<file path="src/rtl/llsc_pkg.sv">
package llsc_pkg;

  localparam int unsigned MAX_ADDR_W = 64;

  typedef logic [MAX_ADDR_W-1:0] wide_addr_t;

  function automatic logic same_block(input wide_addr_t a, input wide_addr_t b,
                                      input int unsigned offset_w);
    return (a >> offset_w) == (b >> offset_w);
  endfunction

  function automatic wide_addr_t block_of(input wide_addr_t a, input int unsigned offset_w);
    return a >> offset_w;
  endfunction

endpackage

</file>
<file path="src/rtl/llsc_link_reg.sv">
module llsc_link_reg #(
  parameter int unsigned ADDR_W   = 32,
  parameter int unsigned OFFSET_W = 6,
  localparam int unsigned TAG_W   = ADDR_W - OFFSET_W
) (
  input  logic             clk,
  input  logic             rst_n,
  input  logic             arm,
  input  logic [TAG_W-1:0] arm_tag,
  input  logic             disarm,
  output logic             armed,
  output logic [TAG_W-1:0] tag
);

  always_ff @(posedge clk) begin
    if (!rst_n) begin
      armed <= 1'b0;
      tag   <= '0;
    end else if (arm) begin
      armed <= 1'b1;
      tag   <= arm_tag;
    end else if (disarm) begin
      armed <= 1'b0;
    end
  end

endmodule

</file>
<file path="src/rtl/llsc_kill_detect.sv">
module llsc_kill_detect
  import llsc_pkg::*;
#(
  parameter int unsigned ADDR_W   = 32,
  parameter int unsigned OFFSET_W = 6,
  localparam int unsigned TAG_W   = ADDR_W - OFFSET_W
) (
  input  logic              armed,
  input  logic [TAG_W-1:0]  tag,
  input  logic              inv_valid,
  input  logic [ADDR_W-1:0] inv_addr,
  input  logic              irq_evt,
  input  logic              ctx_evt,
  input  logic              sc_req,
  output logic              inv_hit,
  output logic              async_kill,
  output logic              any_kill
);

  logic [ADDR_W-1:0] tag_as_addr;
  assign tag_as_addr = {tag, {OFFSET_W{1'b0}}};

  always_comb begin
    inv_hit    = inv_valid && armed &&
                 same_block(wide_addr_t'(inv_addr), wide_addr_t'(tag_as_addr), OFFSET_W);
    async_kill = inv_hit || irq_evt || ctx_evt;
    any_kill   = async_kill || sc_req;
  end

endmodule

</file>
<file path="src/rtl/llsc_sc_judge.sv">
module llsc_sc_judge
  import llsc_pkg::*;
#(
  parameter int unsigned ADDR_W   = 32,
  parameter int unsigned OFFSET_W = 6,
  localparam int unsigned TAG_W   = ADDR_W - OFFSET_W
) (
  input  logic              clk,
  input  logic              rst_n,
  input  logic              sc_req,
  input  logic [ADDR_W-1:0] sc_addr,
  input  logic              armed,
  input  logic [TAG_W-1:0]  tag,
  input  logic              async_kill,
  output logic              sc_grant,
  output logic              sc_done,
  output logic              sc_ok,
  output logic              sc_wr_en
);

  logic [ADDR_W-1:0] tag_as_addr;
  logic              addr_match;

  assign tag_as_addr = {tag, {OFFSET_W{1'b0}}};

  always_comb begin
    addr_match = same_block(wide_addr_t'(sc_addr), wide_addr_t'(tag_as_addr), OFFSET_W);
    sc_grant   = sc_req && armed && addr_match && !async_kill;
  end

  always_ff @(posedge clk) begin
    if (!rst_n) begin
      sc_done  <= 1'b0;
      sc_ok    <= 1'b0;
      sc_wr_en <= 1'b0;
    end else begin
      sc_done  <= sc_req;
      sc_ok    <= sc_grant;
      sc_wr_en <= sc_grant;
    end
  end

endmodule

</file>
<file path="src/rtl/llsc_monitor.sv">
module llsc_monitor #(
  parameter int unsigned ADDR_W   = 32,
  parameter int unsigned OFFSET_W = 6
) (
  input  logic              clk,
  input  logic              rst_n,
  input  logic              ll_req,
  input  logic [ADDR_W-1:0] ll_addr,
  input  logic              sc_req,
  input  logic [ADDR_W-1:0] sc_addr,
  input  logic              inv_valid,
  input  logic [ADDR_W-1:0] inv_addr,
  input  logic              irq_evt,
  input  logic              ctx_evt,
  output logic              sc_done,
  output logic              sc_ok,
  output logic              sc_wr_en
);

  localparam int unsigned TAG_W = ADDR_W - OFFSET_W;

  logic             link_valid;
  logic [TAG_W-1:0] link_tag;
  logic             inv_hit;
  logic             async_kill;
  logic             any_kill;
  logic             sc_grant;

  llsc_link_reg #(.ADDR_W(ADDR_W), .OFFSET_W(OFFSET_W)) u_link (
    .clk     (clk),
    .rst_n   (rst_n),
    .arm     (ll_req),
    .arm_tag (ll_addr[ADDR_W-1:OFFSET_W]),
    .disarm  (any_kill),
    .armed   (link_valid),
    .tag     (link_tag)
  );

  llsc_kill_detect #(.ADDR_W(ADDR_W), .OFFSET_W(OFFSET_W)) u_kill (
    .armed      (link_valid),
    .tag        (link_tag),
    .inv_valid  (inv_valid),
    .inv_addr   (inv_addr),
    .irq_evt    (irq_evt),
    .ctx_evt    (ctx_evt),
    .sc_req     (sc_req),
    .inv_hit    (inv_hit),
    .async_kill (async_kill),
    .any_kill   (any_kill)
  );

  llsc_sc_judge #(.ADDR_W(ADDR_W), .OFFSET_W(OFFSET_W)) u_judge (
    .clk        (clk),
    .rst_n      (rst_n),
    .sc_req     (sc_req),
    .sc_addr    (sc_addr),
    .armed      (link_valid),
    .tag        (link_tag),
    .async_kill (async_kill),
    .sc_grant   (sc_grant),
    .sc_done    (sc_done),
    .sc_ok      (sc_ok),
    .sc_wr_en   (sc_wr_en)
  );

endmodule

</file>
<file path="config.mk">
export PLATFORM = sky130hd
export DESIGN_NAME = llsc_monitor
export DESIGN_NICKNAME = d
export VERILOG_FILES = /design/src/rtl/llsc_pkg.sv /design/src/rtl/llsc_link_reg.sv /design/src/rtl/llsc_kill_detect.sv /design/src/rtl/llsc_sc_judge.sv /design/src/rtl/llsc_monitor.sv
export SDC_FILE = /design/constraint.sdc
export NUM_CORES = 1
export LEC_CHECK = 0
export BUFFER_PORTS_ARGS = -buffer_cell sky130_fd_sc_hd__buf_2
export CORE_UTILIZATION = 38
export DETAILED_ROUTE_END_ITERATION = 8
export GPL_TIMING_DRIVEN = 0
export HOLD_SLACK_MARGIN = 0.15
export PLACE_DENSITY_LB_ADDON = 0.25
export SLEW_MARGIN = 20
export SYNTH_ARGS = -nofsm -noshare
export SYNTH_HDL_FRONTEND = slang
export SYNTH_SLANG_ARGS = --single-unit
</file>
<file path="constraint.sdc">
create_clock -name clk -period 1.2 [get_ports clk]
set_input_delay 0.18 -clock clk [delete_from_list [all_inputs] [get_ports clk]]
set_output_delay 0.18 -clock clk [all_outputs]
set_load 0.01 [all_outputs]
</file>
==> run_results.csv <==
group,metric,value,unit
global_route,pin_count_of_the_biggest_net_entering_global_routing,11,
die,floorplan.rows,23,
drt,vias_per_cell,4.593,
global_route,grt_remaining_overflow,0,
power,worst_ir_drop_vdd,0.5439,mV
die,die_area,4624,um2
finish,num-fill-cells,394,
timing,clock-skew-final,5.149,ps
power,power_density,1025,nW/um2
run_status,failing_checks,"setup timing",
global_route,number_of_global_route_vias_before_repair,1360,
worst_setup_path,endpoint_of_the_most_critical_setup_path,"u_link.armed",
timing,fin_ws,-239.6,ps
logic_synthesis,synth_simple_gate_area_share,18.90,%
worst_setup_path,startpoint_type,"flip-flop",
logic_synthesis,synth_seq_cells,29,
timing,hold_violations,0,
drt,drt_pass1_iterations,4,
timing,slew_viol_final,0,
drt,route.final.wire_length,4.231,mm
place,portBuffers,85,
worst_setup_path,critical_path.reg2reg.endpoint,"u_link.armed",
timing,timing_worst_slew_pin_value,399.8,ps
finish,area.growth.synth_to_final,39.76,%
logic_synthesis,seq_area_frac_synth,35.07,%
timing,post-route-min-period,1440,ps
drt,postRouteAntennaNets,0,
place,dpl-instance-area,2147,um2
place,dpl.hpwl,3.365,mm
die,core-area,4086,um2
drt,dr.first_iter.drc_count,32,
finish,layout-drive-gt1-share,42.37,%
place,pre_cts_setup_slack,-322.9,ps
worst_setup_path,timing.critical_path.arrival,1610,ps
timing,fmax,694.7,MHz
power,power.internal,1.707,mW
clocking,clk_latency,280,ps
global_route,grtUsageTotal,19.28,%
min_path,hold_path.class,"input port to flip-flop",
die,dieWidth,68,um
logic_synthesis,main_combinational_cell_family_by_area_after_synthesis,"XOR/XNOR gates",
finish,fin_area,2313,um2
worst_setup_path,rr_startpoint,"u_link.tag[7]",
logic_synthesis,ys_warn_count,0,
power,reg_power_share,45.4,%
drt,drc_errors,0,
worst_setup_path,crit_fanout,2,
global_route,grt_pass1_wl,6.244,mm
finish,final_standard_cell_utilization_of_the_core,56.61,%
die,starting_density_of_the_core,40.51,%
power,net-switching-power,664.5,uW
worst_setup_path,timing.reg2reg.worst_path_depth,5,
timing,setup_repair_after_global_routing_missed_its_margin,"yes",
finish,num_antenna_cells,0,
timing,final.hold.worst_slack,150.3,ps
power,comb_power_share,21.3,%
job,cap_violations,0,
logic_synthesis,postSynthCellCount,165,
clocking,ctsRootBufferMaster,"clkbuf_8",
logic_synthesis,synth.avg_cell_area,10.03,um2
clocking,clockBufferDepth,2,
power,design_power_total,2.372,mW
worst_setup_path,crit_required,1370,ps
die,dieHeight,68,um
place,gp_congestion,0.7656,
clocking,cts.sinks,29,
logic_synthesis,yosys.cell_types.count,18,
logic_synthesis,synth_mux_area_share,15.72,%
power,switching_share,28.02,%
global_route,grt_antenna_before_repair,0,
logic_synthesis,syn_area,1655,um2
drt,avgRoutedWirePerCell,13.56,um
power,p_leak,1.094,nW
clocking,tritoncts.num_buffers,5,
timing,setup_viol,2,
logic_synthesis,synth_compound_gate_area_share,0.4535,%
worst_setup_path,end_kind,"flip-flop",
worst_setup_path,timing.setup.critical_path_class,"flip-flop to flip-flop",
finish,post_layout_net_count,364,
timing,max_slew_margin,73.35,%
clocking,cts_htree_levels,2,
worst_setup_path,r2r_slack,-240,ps
logic_synthesis,synth-xor-area-share,27.51,%
drt,vias,1433,
logic_synthesis,post_synth_fa_ha_maj_area_fraction,0,%
clocking,tritoncts_clock_tree,"done",
worst_setup_path,crit_path_start,"u_link.tag[7]",
power,clock_network_fraction_of_total_power,33.2,%
run_status,outcome,"finished, violations left",
logic_synthesis,mappedNetlistNets,268,
clocking,clk_transition_reported_paths,70,ps
timing,period_share,120.0,%
die,num_io_pins,106,
-- cell usage in the layout (no fill, tap or decap), drive strengths merged --
cell type,count
buf,90
dfxtp,29
mux2i,26
nor2b,26
xnor2,26
xor2,26
nand4,8
clkbuf,8
nor4,8
dlygate4sd3,3
nand3,2
nand2,2
nor3,2
clkinv,2
nor2,1
and2,1
o31ai,1
clkinvlp,1
-- kinds of logic after synthesis --
group                  Yosys count
AO/OA/AOI/OAI                    1
XOR/XNOR                        52
flip-flops                      29
AND/OR/NAND/NOR                 50
buffers and inverters            7
multiplexers                    26
-- stage by stage --
step | TNS (ps) | std cells
after floorplan | -18.40 | 165
after global placement | -609.7 | 300
after detailed placement | -617.3 | 300
after CTS | -509.5 | 312
after global routing | -591.3 | 312
final | -465.5 | 312
-- worst max-delay path, cell delays in order, from the launching register on --
cell and delay [ps]:
dfxtp_4 360, xor2_2 150, nor4_2 320, nand4_1 200
nor4_4 210, o31ai_1 90
-- worst min path at each step --
stage                     end  depth (start not counted)         from  slack (ps)
2_1_floorplan    u_link.armed                          1       sc_req         290
6_report       u_link.tag[15]                          3  ll_addr[21]         150
5_1_grt         u_link.tag[6]                          3  ll_addr[12]         160
3_3_place_gp     u_link.armed                          2       sc_req         420
4_1_cts        u_link.tag[12]                          3  ll_addr[18]         150
3_5_place_dp     u_link.armed                          2       sc_req         430
-- layout make-up --
class                      instances  area, um2  area share (%)
sequential                        29      591.8           25.58
clock inverter                     3      17.52          0.7572
clock buffer                       5      68.82           2.975
tap                               50      62.56           2.704
multi-input combinational        129       1071           46.30
timing repair buffer              89      462.9           20.01
buffer                             7      38.79           1.677
-- flip-flops by register name, summed over array words and instances, names as in the netlist --
name             cells
u_link.tag          26
u_judge.sc_done      1
u_link.armed         1
u_judge.sc_ok        1
-- synth_stat cells (all sizes together) --
cell type  number  area (um2)
and2            1       6.260
buf             4       27.52
clkbuf          3       11.26
dfxtp          29       580.6
mux2i          26       260.3
nand2           2       7.510
nand3           2       10.01
nand4           8       56.30
nor2            1       3.750
nor2b          26       162.7
nor3            2       10.01
nor4            8       56.30
o31ai           1       7.510
xnor2          26       227.7
xor2           26       227.7
-- power by group through the flow --
stage / registers, mW / logic (mW) / clock network [mW]
3_5_place_dp: 1.10 / 0.481 / 0
3_3_place_gp: 1.10 / 0.478 / 0
2_1_floorplan: 1.09 / 0.274 / 0
4_1_cts: 1.08 / 0.505 / 0.814
5_1_grt: 1.09 / 0.553 / 0.858
6_report: 1.08 / 0.506 / 0.788
-- repair_timing --
item | CTS | global route
hold buffers | 3 | 0
hold endpoints to repair | 4 | 0
setup endpoints to repair | 2 | 2
resized for setup | 5 | 5
pin swaps | 2 | 1
gates cloned | 0 | 0
setup buffers | 1 | 0
-- per-layer routing --
metal | vias to the layer above | global-route usage (%) | part of all wire, %
li1 | 744 | - | -
met1 | 625 | 24.65 | 47
met2 | 56 | 30.51 | 44
met3 | 8 | 6.000 | 6.9
met4 | 0 | 6.250 | 1.3
met5 | - | 0 | 0
(Power assumes the default switching activity.)
